<file path="src/rtl/wr_ctl_slave.sv">
module wr_ctl_slave #(
  parameter int          NREG     = 10,
  parameter logic [7:0]  DEV_ADDR = 8'hD2,
  parameter logic [7:0]  RST_VAL  = 8'hFF
) (
  input  logic              clk,
  input  logic              rst_n,
  input  logic              scl_in,
  input  logic              sda_in,
  output logic              sda_pull,
  output logic [NREG*8-1:0] ctl_out
);
  localparam int IW = $clog2(NREG + 1);
  localparam logic [IW-1:0] NMAX = IW'(NREG);
  localparam logic [1:0] S_IDLE = 2'd0, S_ADDR = 2'd1, S_DATA = 2'd2, S_IGN = 2'd3;

  logic [1:0]    scl_sy, sda_sy;
  logic          scl_d, sda_d;
  logic [1:0]    st;
  logic [3:0]    bcnt;
  logic [6:0]    shr;
  logic [IW-1:0] idx;
  logic          acc;

  wire scl_s    = scl_sy[1];
  wire sda_s    = sda_sy[1];
  wire start    = scl_s & scl_d & sda_d & ~sda_s;
  wire stop     = scl_s & scl_d & ~sda_d & sda_s;
  wire scl_rise = scl_s & ~scl_d;
  wire scl_fall = ~scl_s & scl_d;
  wire active   = (st == S_ADDR) || (st == S_DATA);
  wire ignoring = (st == S_IGN);
  wire [7:0] byte_now = {shr, sda_s};

  always_ff @(posedge clk or negedge rst_n) begin
    if (!rst_n) begin
      scl_sy   <= 2'b11;
      sda_sy   <= 2'b11;
      scl_d    <= 1'b1;
      sda_d    <= 1'b1;
      st       <= S_IDLE;
      bcnt     <= 4'd0;
      shr      <= 7'd0;
      idx      <= '0;
      acc      <= 1'b0;
      sda_pull <= 1'b0;
      ctl_out  <= {NREG{RST_VAL}};
    end else begin
      scl_sy <= {scl_sy[0], scl_in};
      sda_sy <= {sda_sy[0], sda_in};
      scl_d  <= scl_s;
      sda_d  <= sda_s;
      if (start) begin
        st       <= S_ADDR;
        bcnt     <= 4'd0;
        idx      <= '0;
        acc      <= 1'b0;
        sda_pull <= 1'b0;
      end else if (stop) begin
        st       <= S_IDLE;
        bcnt     <= 4'd0;
        sda_pull <= 1'b0;
      end else if (active) begin
        if (scl_rise) begin
          if (bcnt < 4'd8) begin
            shr  <= byte_now[6:0];
            bcnt <= bcnt + 4'd1;
            if (bcnt == 4'd7) begin
              if (st == S_ADDR) begin
                acc <= (byte_now == DEV_ADDR);
              end else if (idx < NMAX) begin
                acc <= 1'b1;
                idx <= idx + 1'b1;
                for (int k = 0; k < NREG; k++)
                  if (idx == IW'(k)) ctl_out[k*8 +: 8] <= byte_now;
              end else begin
                acc <= 1'b0;
              end
            end
          end else if (bcnt == 4'd8) begin
            bcnt <= 4'd9;
          end
        end else if (scl_fall) begin
          if (bcnt == 4'd8) begin
            sda_pull <= acc;
          end else if (bcnt == 4'd9) begin
            sda_pull <= 1'b0;
            bcnt     <= 4'd0;
            st       <= acc ? S_DATA : S_IGN;
          end
        end
      end
    end
  end
endmodule

</file>
<file path="config.mk">
export PLATFORM = sky130hd
export DESIGN_NAME = wr_ctl_slave
export DESIGN_NICKNAME = d
export VERILOG_FILES = /design/src/rtl/wr_ctl_slave.sv
export SDC_FILE = /design/constraint.sdc
export NUM_CORES = 1
export LEC_CHECK = 0
export ABC_CLOCK_PERIOD_IN_PS = 2800
export BUFFER_PORTS_ARGS = -buffer_cell sky130_fd_sc_hd__buf_2
export CAP_MARGIN = 20
export CORE_ASPECT_RATIO = 0.75
export CORE_MARGIN = 3
export CORE_UTILIZATION = 41
export DETAILED_ROUTE_END_ITERATION = 10
export RECOVER_POWER = 100
export SLEW_MARGIN = 40
export SYNTH_ARGS = -nofsm -noshare
export SYNTH_HDL_FRONTEND = slang
export SYNTH_SLANG_ARGS = --single-unit
</file>
<file path="constraint.sdc">
create_clock -name clk -period 2.8 [get_ports clk]
set_input_delay 0.28 -clock clk [delete_from_list [all_inputs] [get_ports clk]]
set_output_delay 0.28 -clock clk [all_outputs]
set_load 0.05 [all_outputs]
</file>
==> flow_summary.ini, run 1 <==
[worst_setup_path]
cp_slowest_cell = nor4_2
cp-startpoint = sda_d$_DFF_PN1_
path_buf_inv = 0
start_kind = register
crit_fanout = 9
critPathMaxStageDelay_ns = 0.69
cp.required_ns = 3.03
crit_family = simple AND/OR/NAND/NOR gates
worstSetupPathDepth = 4
r2r_slack_ns = 0.38
cp.arrival_ns = 2.65
worst_r2r_path_depth = 4
worst_r2r_endpoint = shr[6]$_DFFE_PN0P_
end_kind = register
reg2reg_from = sda_d$_DFF_PN1_
worst-setup-path-type = register to register
cp_cell_sequence = xor2_1 > and2_0 > nor4_2 > mux2_2
crit_end = shr[6]$_DFFE_PN0P_

[sta]
rsz0062_at_grt = no
min_period_over_period_pct = 86.45
tightest_slew_ns = 2.255
hold_viol_final = 0
max_freq_mhz = 413.1
finalSetupViolCount = 0
fin_ws_ns = 0.3793
finClkSkew_ns = 0.005342
fin_tns_setup_ns = 0
max_slew_margin_pct = -50.31
drv_slew = 106
final.min_clock_period_ns = 2.421

[detailed_routing]
drt_first_pass_iters = 4
vias_per_cell = 5.158
vias = 2770
antenna_left = 0
finalWirelength_um = 10020
wl_per_cell_um = 18.66
drc = 0
drtIter0Drc = 99

[clocking]
cts_max_path_buffers = 2
ctsHoldBuffers = 0
clkTransAtPathRegs_ns = 0.07
clock-root-buffer = clkbuf_16
cts_tree = built
clock_sinks = 105
cts_resized = 0
clock_latency_ns = 0.34
cts_buffers = 9
post-cts-setup-buffer-count = 0
htreeDepth = 3

[worst_hold_path]
hold_path.class = primary input to register

[floorplan]
pin_count = 85
std_cell_rows = 32
design.die.area_um2 = 12550
dieWidth_um = 128.4
die_y_um = 97.78
initial_core_util_pct = 43.40
coreArea_um2 = 10610

[grt]
grt_use_met3_pct = 6.124
grt_antenna_before_repair = 0
grt_pass1_vias = 2904
grt_usage_pct = 16.98
grt_max_degree = 106
grtUsageMet2_pct = 22.61
met1_usage_pct = 26.13
grt_pass1_wl_um = 16500
overflow = 0
top_usage_layer = met1

[flow_run]
maxCapViolCount = 1

[logic_synthesis]
ys_async_sr_fraction_pct = 100.0
synth-edff-count = 0
synth_top_area_cell = dfstp_2
synthFlopType = dfstp_2
synth_xor_area_share_pct = 0.3804
synth_top_family_by_area = multiplexers
synth_most_common_cell = dfstp_2
synth_top_area_share_pct = 49.08
synthMuxAreaShare_pct = 23.61
synth_compound_area_share_pct = 3.723
synth_cell_type_count = 47
synth_area_leaders = dfstp_2 (49%), dfrtp_1 (10%), mux2_2 (9.3%)
synth_area_um2 = 4604
synthSimpleGateAreaFrac_pct = 7.799
ys_ff_latch = 105
synthCells = 307
seq_area_frac_synth_pct = 59.40
synth_fa_ha_area_share_pct = 2.989
ys_warn_count = 0
synth_nets = 322
synth_common_cells = dfstp_2 (86), mux2_2 (38), mux2_1 (31)
syn_area_per_cell_um2 = 15.00

[power_and_ir_drop]
p_sw_uw = 878.0
p_int_uw = 2367
p_leak_uw = 0.002287
switching_share_pct = 27.06
ir_drop_v = 0.0003403
finalPower_uw = 3245
p_per_area_nw_per_um2 = 613.0
combPwrFrac_pct = 7.0
clock_power_share_pct = 38.5
seq_power_share_pct = 54.5

[finish]
area_growth_pct = 14.95
final_nets = 411
antenna_cells = 0
drive_gt1_share_pct = 38.90

[outcome]
violations = capacitance limit, slew limit
outcome = finished with violations

[place]
numPortBuffers = 84
place_congestion = 0.7685
dp_slack_ns = 0.5061
post-dp-hpwl_um = 6507
==> worst min-delay path by stage <==
stage | from | to | slack (ns) | cells after the start
2_1_floorplan | rst_n | acc$_DFFE_PN0P_ | -0.02 | 0
3_3_place_gp | sda_sy[0]$_DFF_PN1_ | sda_sy[1]$_DFF_PN1_ | 0.35 | 0
3_5_place_dp | sda_sy[0]$_DFF_PN1_ | sda_sy[1]$_DFF_PN1_ | 0.35 | 0
4_1_cts | rst_n | st[1]$_DFFE_PN0P_ | 0.02 | 2
5_1_grt | scl_in | scl_sy[0]$_DFF_PN1_ | 0.01 | 1
6_report | scl_in | scl_sy[0]$_DFF_PN1_ | 0.03 | 1
==> worst reg2reg max path: stages (launching register included) <==
cell,delay (ns)
dfstp_1,0.63
xor2_1,0.19
and2_0,0.39
nor4_2,0.69
mux2_2,0.41
==> layout make-up <==
class,count,area [um2]
fill,969,5318
sequential,105,2735
multi-input combinational,178,1684
timing repair buffer,89,352.8
clock buffer,13,280.3
tap,136,170.2
inverter,13,48.80
clock inverter,3,21.27
==> state kept, by name, indices dropped and copies added (netlist names) <==
name / flops
acc: 1
bcnt: 4
ctl_out: 80
idx: 4
scl_d: 1
scl_sy: 2
sda_d: 1
sda_pull: 1
sda_sy: 2
shr: 7
st: 2
==> power by group through the flow <==
stage	logic, uW	clock network [uW]	registers [uW]
floorplan	205	0	1640
global placement	235	0	1800
detailed placement	239	0	1800
CTS	242	1280	1780
global route	254	1350	1790
finish	226	1250	1770
==> per-stage QoR <==
stage	instances	cell area (um2)	util [%]	hold slack, ns
floorplan	307	4604	-	-0.01559
global placement	521	5200	49.01	0.3486
detailed placement	521	5200	49.01	0.3496
CTS	537	5502	51.85	0.01823
global route	537	5293	49.88	0.01452
finish	537	5293	49.88	0.03128
==> cells in the final DEF (no fill, tap or decap), types with 3 or more instances in the layout <==
cell type,count
a21oi_1,4
buf_2,3
buf_4,3
clkbuf_1,82
clkbuf_16,9
clkbuf_8,4
dfrtp_1,19
dfstp_1,4
dfstp_2,82
ha_1,11
inv_1,13
mux2_1,47
mux2_2,38
mux2i_1,4
nand2_1,17
nand2_4,4
nand3_1,6
nand4b_1,3
nor2_1,5
nor3_1,3
o21ai_0,4
==> cell families after synthesis <==
family | after synthesis
muxes | 91
AOI/OAI and AO/OA | 21
adders and majority gates | 11
and+or+nand+nor | 53
xor gates and xnor gates | 2
buffers and inverters | 24
DFF | 105
==> per-layer routing <==
metal	up-vias	routed length, um
met3	10	650
met1	1421	5088
met4	0	86
met2	74	4197
li1	1265	-
met5	-	0
Power figures use the tool's default switching activity.
==> run 2, diff against run 1 <==
--- a/config.mk
+++ b/config.mk
@@ -6,12 +6,12 @@
 export NUM_CORES = 1
 export LEC_CHECK = 0
 export ABC_CLOCK_PERIOD_IN_PS = 2800
-export BUFFER_PORTS_ARGS = -buffer_cell sky130_fd_sc_hd__buf_2
 export CAP_MARGIN = 20
 export CORE_ASPECT_RATIO = 0.75
 export CORE_MARGIN = 3
 export CORE_UTILIZATION = 41
 export DETAILED_ROUTE_END_ITERATION = 10
+export DONT_BUFFER_PORTS = 1
 export RECOVER_POWER = 100
 export SLEW_MARGIN = 40
 export SYNTH_ARGS = -nofsm -noshare
==> flow_summary.ini, run 2 (synthesis results as in run 1) <==
[detailed_routing]
wl_per_cell_um = 20.67
drt_first_pass_iters = 4
drc = 0
vias_per_cell = 5.452
drtIter0Drc = 94
vias = 2486
finalWirelength_um = 9425
antenna_left = 0

[place]
dp_slack_ns = 0.5488
numPortBuffers = 0
post-dp-hpwl_um = 6068
place_congestion = 0.8169

[flow_run]
maxCapViolCount = 0

[clocking]
clkTransAtPathRegs_ns = 0.07
cts_buffers = 9
post-cts-setup-buffer-count = 0
htreeDepth = 3
clock_sinks = 105
clock_latency_ns = 0.34
cts_tree = built
clock-root-buffer = clkbuf_16
cts_max_path_buffers = 2

[outcome]
outcome = completed

[worst_hold_path]
hold_path.class = register to register

[grt]
grt_usage_pct = 15.67
grt_max_degree = 106
grt_antenna_before_repair = 0
grt_pass1_wl_um = 15150
grt_pass1_vias = 2577
overflow = 0

[power_and_ir_drop]
p_per_area_nw_per_um2 = 626.1
p_int_uw = 2286
seq_power_share_pct = 56.2
p_leak_uw = 0.002220
ir_drop_v = 0.0003403
combPwrFrac_pct = 7.0
p_sw_uw = 844.7
finalPower_uw = 3131
clock_power_share_pct = 36.7
switching_share_pct = 26.98

[floorplan]
std_cell_rows = 32
coreArea_um2 = 10610
dieWidth_um = 128.4
initial_core_util_pct = 43.40
pin_count = 85
design.die.area_um2 = 12550
die_y_um = 97.78

[sta]
final.min_clock_period_ns = 2.481
max_slew_margin_pct = 8.921
fin_tns_setup_ns = 0
drv_slew = 0
max_freq_mhz = 403.1
hold_viol_final = 0
fin_ws_ns = 0.3190
rsz0062_at_grt = no
finClkSkew_ns = 0.006910
min_period_over_period_pct = 88.61
tightest_slew_ns = 1.366
finalSetupViolCount = 0

[finish]
reg_top3 = ctl_out (80), shr (7)
largest_register_ffs = 80
fin_util_pct = 47.13
antenna_cells = 0
layout_commonest_cell = dfstp_1
mostFrequentLayoutCells = dfstp_1 (84), mux2_1 (39), mux2_2 (38)
final_nets = 330
regMostFlops = ctl_out
area_growth_pct = 8.614
drive_gt1_share_pct = 24.38

[worst_setup_path]
cp.arrival_ns = 2.75
cp_slowest_cell = a211oi_2
start_kind = register
critPathMaxStageDelay_ns = 0.61
cp.required_ns = 3.07
worst-setup-path-type = register to register
crit_fanout = 8
end_kind = register
cp_cell_sequence = ha_1 > or4b_1 > a211oi_2 > nand2_4 > mux2_1
[run 2: repair_timing]
action | CTS | global route
gates resized for setup | 0 | 0
hold buffers | 4 | 0
endpoints found under the hold margin | 107 | 0
[run 2: worst paths after layout]
| path | start | to | slack [ns] | cells after the start |
|---|---|---|---|---|
| max | st[0]$_DFFE_PN0P_ | ctl_out[30]$_DFFE_PN1P_ | 0.32 | 5 |
| min | sda_sy[0]$_DFF_PN1_ | sda_sy[1]$_DFF_PN1_ | 0.37 | 0 |
| max reg2reg | st[0]$_DFFE_PN0P_ | ctl_out[30]$_DFFE_PN1P_ | 0.32 | 5 |
| min reg2reg | sda_sy[0]$_DFF_PN1_ | sda_sy[1]$_DFF_PN1_ | 0.37 | 0 |
| max in group asynchronous | rst_n | bcnt[0]$_DFFE_PN0P_ | 1.10 | 2 |
| min in group asynchronous | rst_n | bcnt[2]$_DFFE_PN0P_ | 0.84 | 2 |
[run 2: final cells by class]
cell class | count | area [um2]
Sequential cell | 105 | 2735
Fill cell | 956 | 5609
Multi-Input combinational cell | 178 | 1717
Inverter | 13 | 48.80
Timing Repair Buffer | 8 | 63.81
Clock inverter | 3 | 16.27
Clock buffer | 13 | 250.2
Tap cell | 136 | 170.2
[run 2: stage by stage]
stage	cell area [um2]	hold slack, ns	std cells
global placement	4757	-0.009075	436
detailed placement	4757	-0.009257	436
finish	5001	0.3664	456
CTS	5081	0.3612	456
global route	5001	0.3683	456
floorplan	4604	-0.01559	307
[run 2: routing by layer]
layer	up-vias	GRT usage (%)	routed length [um]
li1	1099	-	-
met2	98	21.49	3935
met1	1278	21.89	4323
met4	0	3.915	93
met3	11	8.092	1072
met5	-	0	0
[run 2: critical path, delay by kind of cell, from the launching register on]
kind                       cells  cell delay, ns
muxes                          1            0.36
AOI/OAI and AO/OA              1            0.61
DFF                            1            0.39
and+or+nand+nor                2            0.79
adders and majority gates      1            0.26
[run 2: power groups by stage]
stage | Clock [uW] | Sequential, uW | Combinational, uW
6_report | 1150 | 1760 | 220
5_1_grt | 1260 | 1790 | 244
4_1_cts | 1190 | 1790 | 231
3_5_place_dp | 0 | 1810 | 192
3_3_place_gp | 0 | 1810 | 190
2_1_floorplan | 0 | 1640 | 205
==> run 3, diff against run 2 <==
--- a/config.mk
+++ b/config.mk
@@ -5,6 +5,7 @@
 export SDC_FILE = /design/constraint.sdc
 export NUM_CORES = 1
 export LEC_CHECK = 0
+export ABC_AREA = 1
 export ABC_CLOCK_PERIOD_IN_PS = 2800
 export CAP_MARGIN = 20
 export CORE_ASPECT_RATIO = 0.75
==> flow_summary.ini, run 3 <==
[outcome]
outcome = completed

[finish]
reg_top3 = ctl_out (80), shr (7)
final_nets = 542
drive_gt1_share_pct = 6.015
area_growth_pct = 8.015
layout_commonest_cell = nand2_1
regMostFlops = ctl_out
antenna_cells = 0
largest_register_ffs = 80
mostFrequentLayoutCells = nand2_1 (205), dfstp_1 (82), nand4_1 (81)
final_cell_area_um2 = 5244

[place]
place_congestion = 0.8271
numPortBuffers = 0
place_area_um2 = 4949
post-dp-hpwl_um = 8041

[logic_synthesis]
syn_area_per_cell_um2 = 9.194
synth_top_area_cell = dfstp_2
synth_top_area_share_pct = 46.55
synth_cell_type_count = 26
ys_ff_latch = 105
synth_common_cells = nand2_1 (205), dfstp_2 (86), nand4_1 (81)
synthCells = 528
ys_warn_count = 0
synth_nets = 543
synthFlopType = dfstp_2
synth_area_um2 = 4855
ys_async_sr_fraction_pct = 100.0
synth_most_common_cell = nand2_1
synth-edff-count = 0
seq_area_frac_synth_pct = 56.34
synth_area_leaders = dfstp_2 (47%), nand2_1 (16%), nand4_1 (10%)

[sta]
final.min_clock_period_ns = 2.372
min_period_over_period_pct = 84.72
tightest_slew_ns = 1.360
rsz0062_at_grt = no
max_freq_mhz = 421.5
finalSetupViolCount = 0
hold_viol_final = 0
drv_slew = 0
fin_tns_setup_ns = 0
finClkSkew_ns = 0.007508
max_slew_margin_pct = 9.333

[clocking]
htreeDepth = 3
ctsHoldBuffers = 4
clkTransAtPathRegs_ns = 0.07
clock_sinks = 105
clock_latency_ns = 0.35
cts_resized = 0
cts_max_path_buffers = 2
clock-root-buffer = clkbuf_16
post-cts-setup-buffer-count = 0
cts_tree = built
cts_buffers = 9

[grt]
grt_usage_pct = 18.65
grt_max_degree = 106
grt_pass1_vias = 3561
grt_pass1_wl_um = 19200
overflow = 0
grt_antenna_before_repair = 0

[worst_setup_path]
cp_cell_sequence = inv_1 > nand3_1 > nand2_1 > nor2_4 > buf_4 > nand3_1 > nand2_1 > nand2_1
r2r_slack_ns = 0.43
critPathMaxStageDelay_ns = 0.63
path_common_cell = nand2_1
worst-setup-path-type = register to register
cp_slowest_cell = dfstp_1
reg2reg_from = sda_sy[1]$_DFF_PN1_
start_kind = register
worst_r2r_path_depth = 8
worst_r2r_endpoint = ctl_out[41]$_DFFE_PN1P_
cp.required_ns = 3.08
end_kind = register
cp.arrival_ns = 2.65
crit_fanout = 30

[floorplan]
std_cell_rows = 33
pin_count = 85
die_y_um = 100.2
design.die.area_um2 = 13200
dieWidth_um = 131.7
coreArea_um2 = 11230
initial_core_util_pct = 43.23

[worst_hold_path]
holdPathEnd = scl_sy[1]$_DFF_PN1_
hold_path.class = register to register
hold_path_startpoint = scl_sy[0]$_DFF_PN1_
holdPathStages = 0

[detailed_routing]
wl_per_cell_um = 17.22
antenna_left = 0
finalWirelength_um = 11860
vias_per_cell = 5.334
drtIter0Drc = 275
drt_first_pass_iters = 4
drc = 0
vias = 3675

[power_and_ir_drop]
p_leak_uw = 0.002467
finalPower_uw = 3533
p_per_area_nw_per_um2 = 673.7
ir_drop_v = 0.0003836

[flow_run]
maxCapViolCount = 0
## run 3: changes by cell type in the layout (fill, tap and decap cells not counted), sizes merged, moves of 3 or more
cell / delta
nor2: +11
nand4: +80
buf: +7
inv: +13
mux2i: -4
mux2: -87
nand3: +29
nand4b: -3
o21ai: +4
nand2: +185
## run 3: where the power goes
part / leakage, uW / internal (uW) / total, uW / switching [uW]
clock network: 0.000137 / 652 / 1180 / 529
registers: 0.00116 / 1580 / 1860 / 279
logic: 0.00117 / 143 / 489 / 346
total: 0.00247 / 2380 / 3530 / 1150
## run 3: cell type report
class	count	area, um2
inverters	27	101.3
well taps	157	196.4
fillers	1122	5987
multi-input cells	370	1798
clock inverters	2	11.26
repair buffers	14	137.6
clock buffers	14	264.0
flip-flops and latches	105	2735
## run 3: kinds of logic (layout without fill, tap and decap cells)
group,after synthesis,count (layout),synth area share [%]
AOI/OAI and AO/OA,14,14,1.495
xor gates and xnor gates,3,3,0.5413
adders and majority gates,11,11,2.835
buffers and inverters,53,57,6.263
DFF,105,105,56.34
and+or+nand+nor,342,342,32.53
## run 3: layer usage
layer	part of all wire, %	GRT usage (%)
met3	10	7.916
met2	43	26.85
met4	0.73	4.600
met5	0	0
met1	46	26.11
## run 3: metrics by stage
stage	hold WS (ns)	cells	setup WS [ns]	utilization (%)
floorplan	-0.01559	528	0.9650	-
global placement	-0.007346	669	0.6073	44.06
detailed placement	-0.007757	669	0.5095	44.06
CTS	0.3548	689	0.4922	47.03
global route	0.3610	689	0.1895	46.69
finish	0.3571	689	0.4278	46.69
## run 3: how the worst max path moves through the flow
| stage | depth (start not counted) | startpoint | to |
|---|---|---|---|
| after floorplan | 9 | scl_sy[1]$_DFF_PN1_ | ctl_out[0]$_DFFE_PN1P_ |
| after global placement | 9 | scl_sy[1]$_DFF_PN1_ | ctl_out[40]$_DFFE_PN1P_ |
| after detailed placement | 9 | scl_sy[1]$_DFF_PN1_ | ctl_out[41]$_DFFE_PN1P_ |
| after CTS | 9 | scl_sy[1]$_DFF_PN1_ | ctl_out[41]$_DFFE_PN1P_ |
| after global routing | 8 | sda_sy[1]$_DFF_PN1_ | ctl_out[42]$_DFFE_PN1P_ |
| final | 8 | sda_sy[1]$_DFF_PN1_ | ctl_out[41]$_DFFE_PN1P_ |
## run 3: worst max-delay path: cells and delay by family, from the launching register on
family | cells | cell delay, ns
DFF | 1 | 0.63
and+or+nand+nor | 6 | 1.24
buffers and inverters | 2 | 0.41
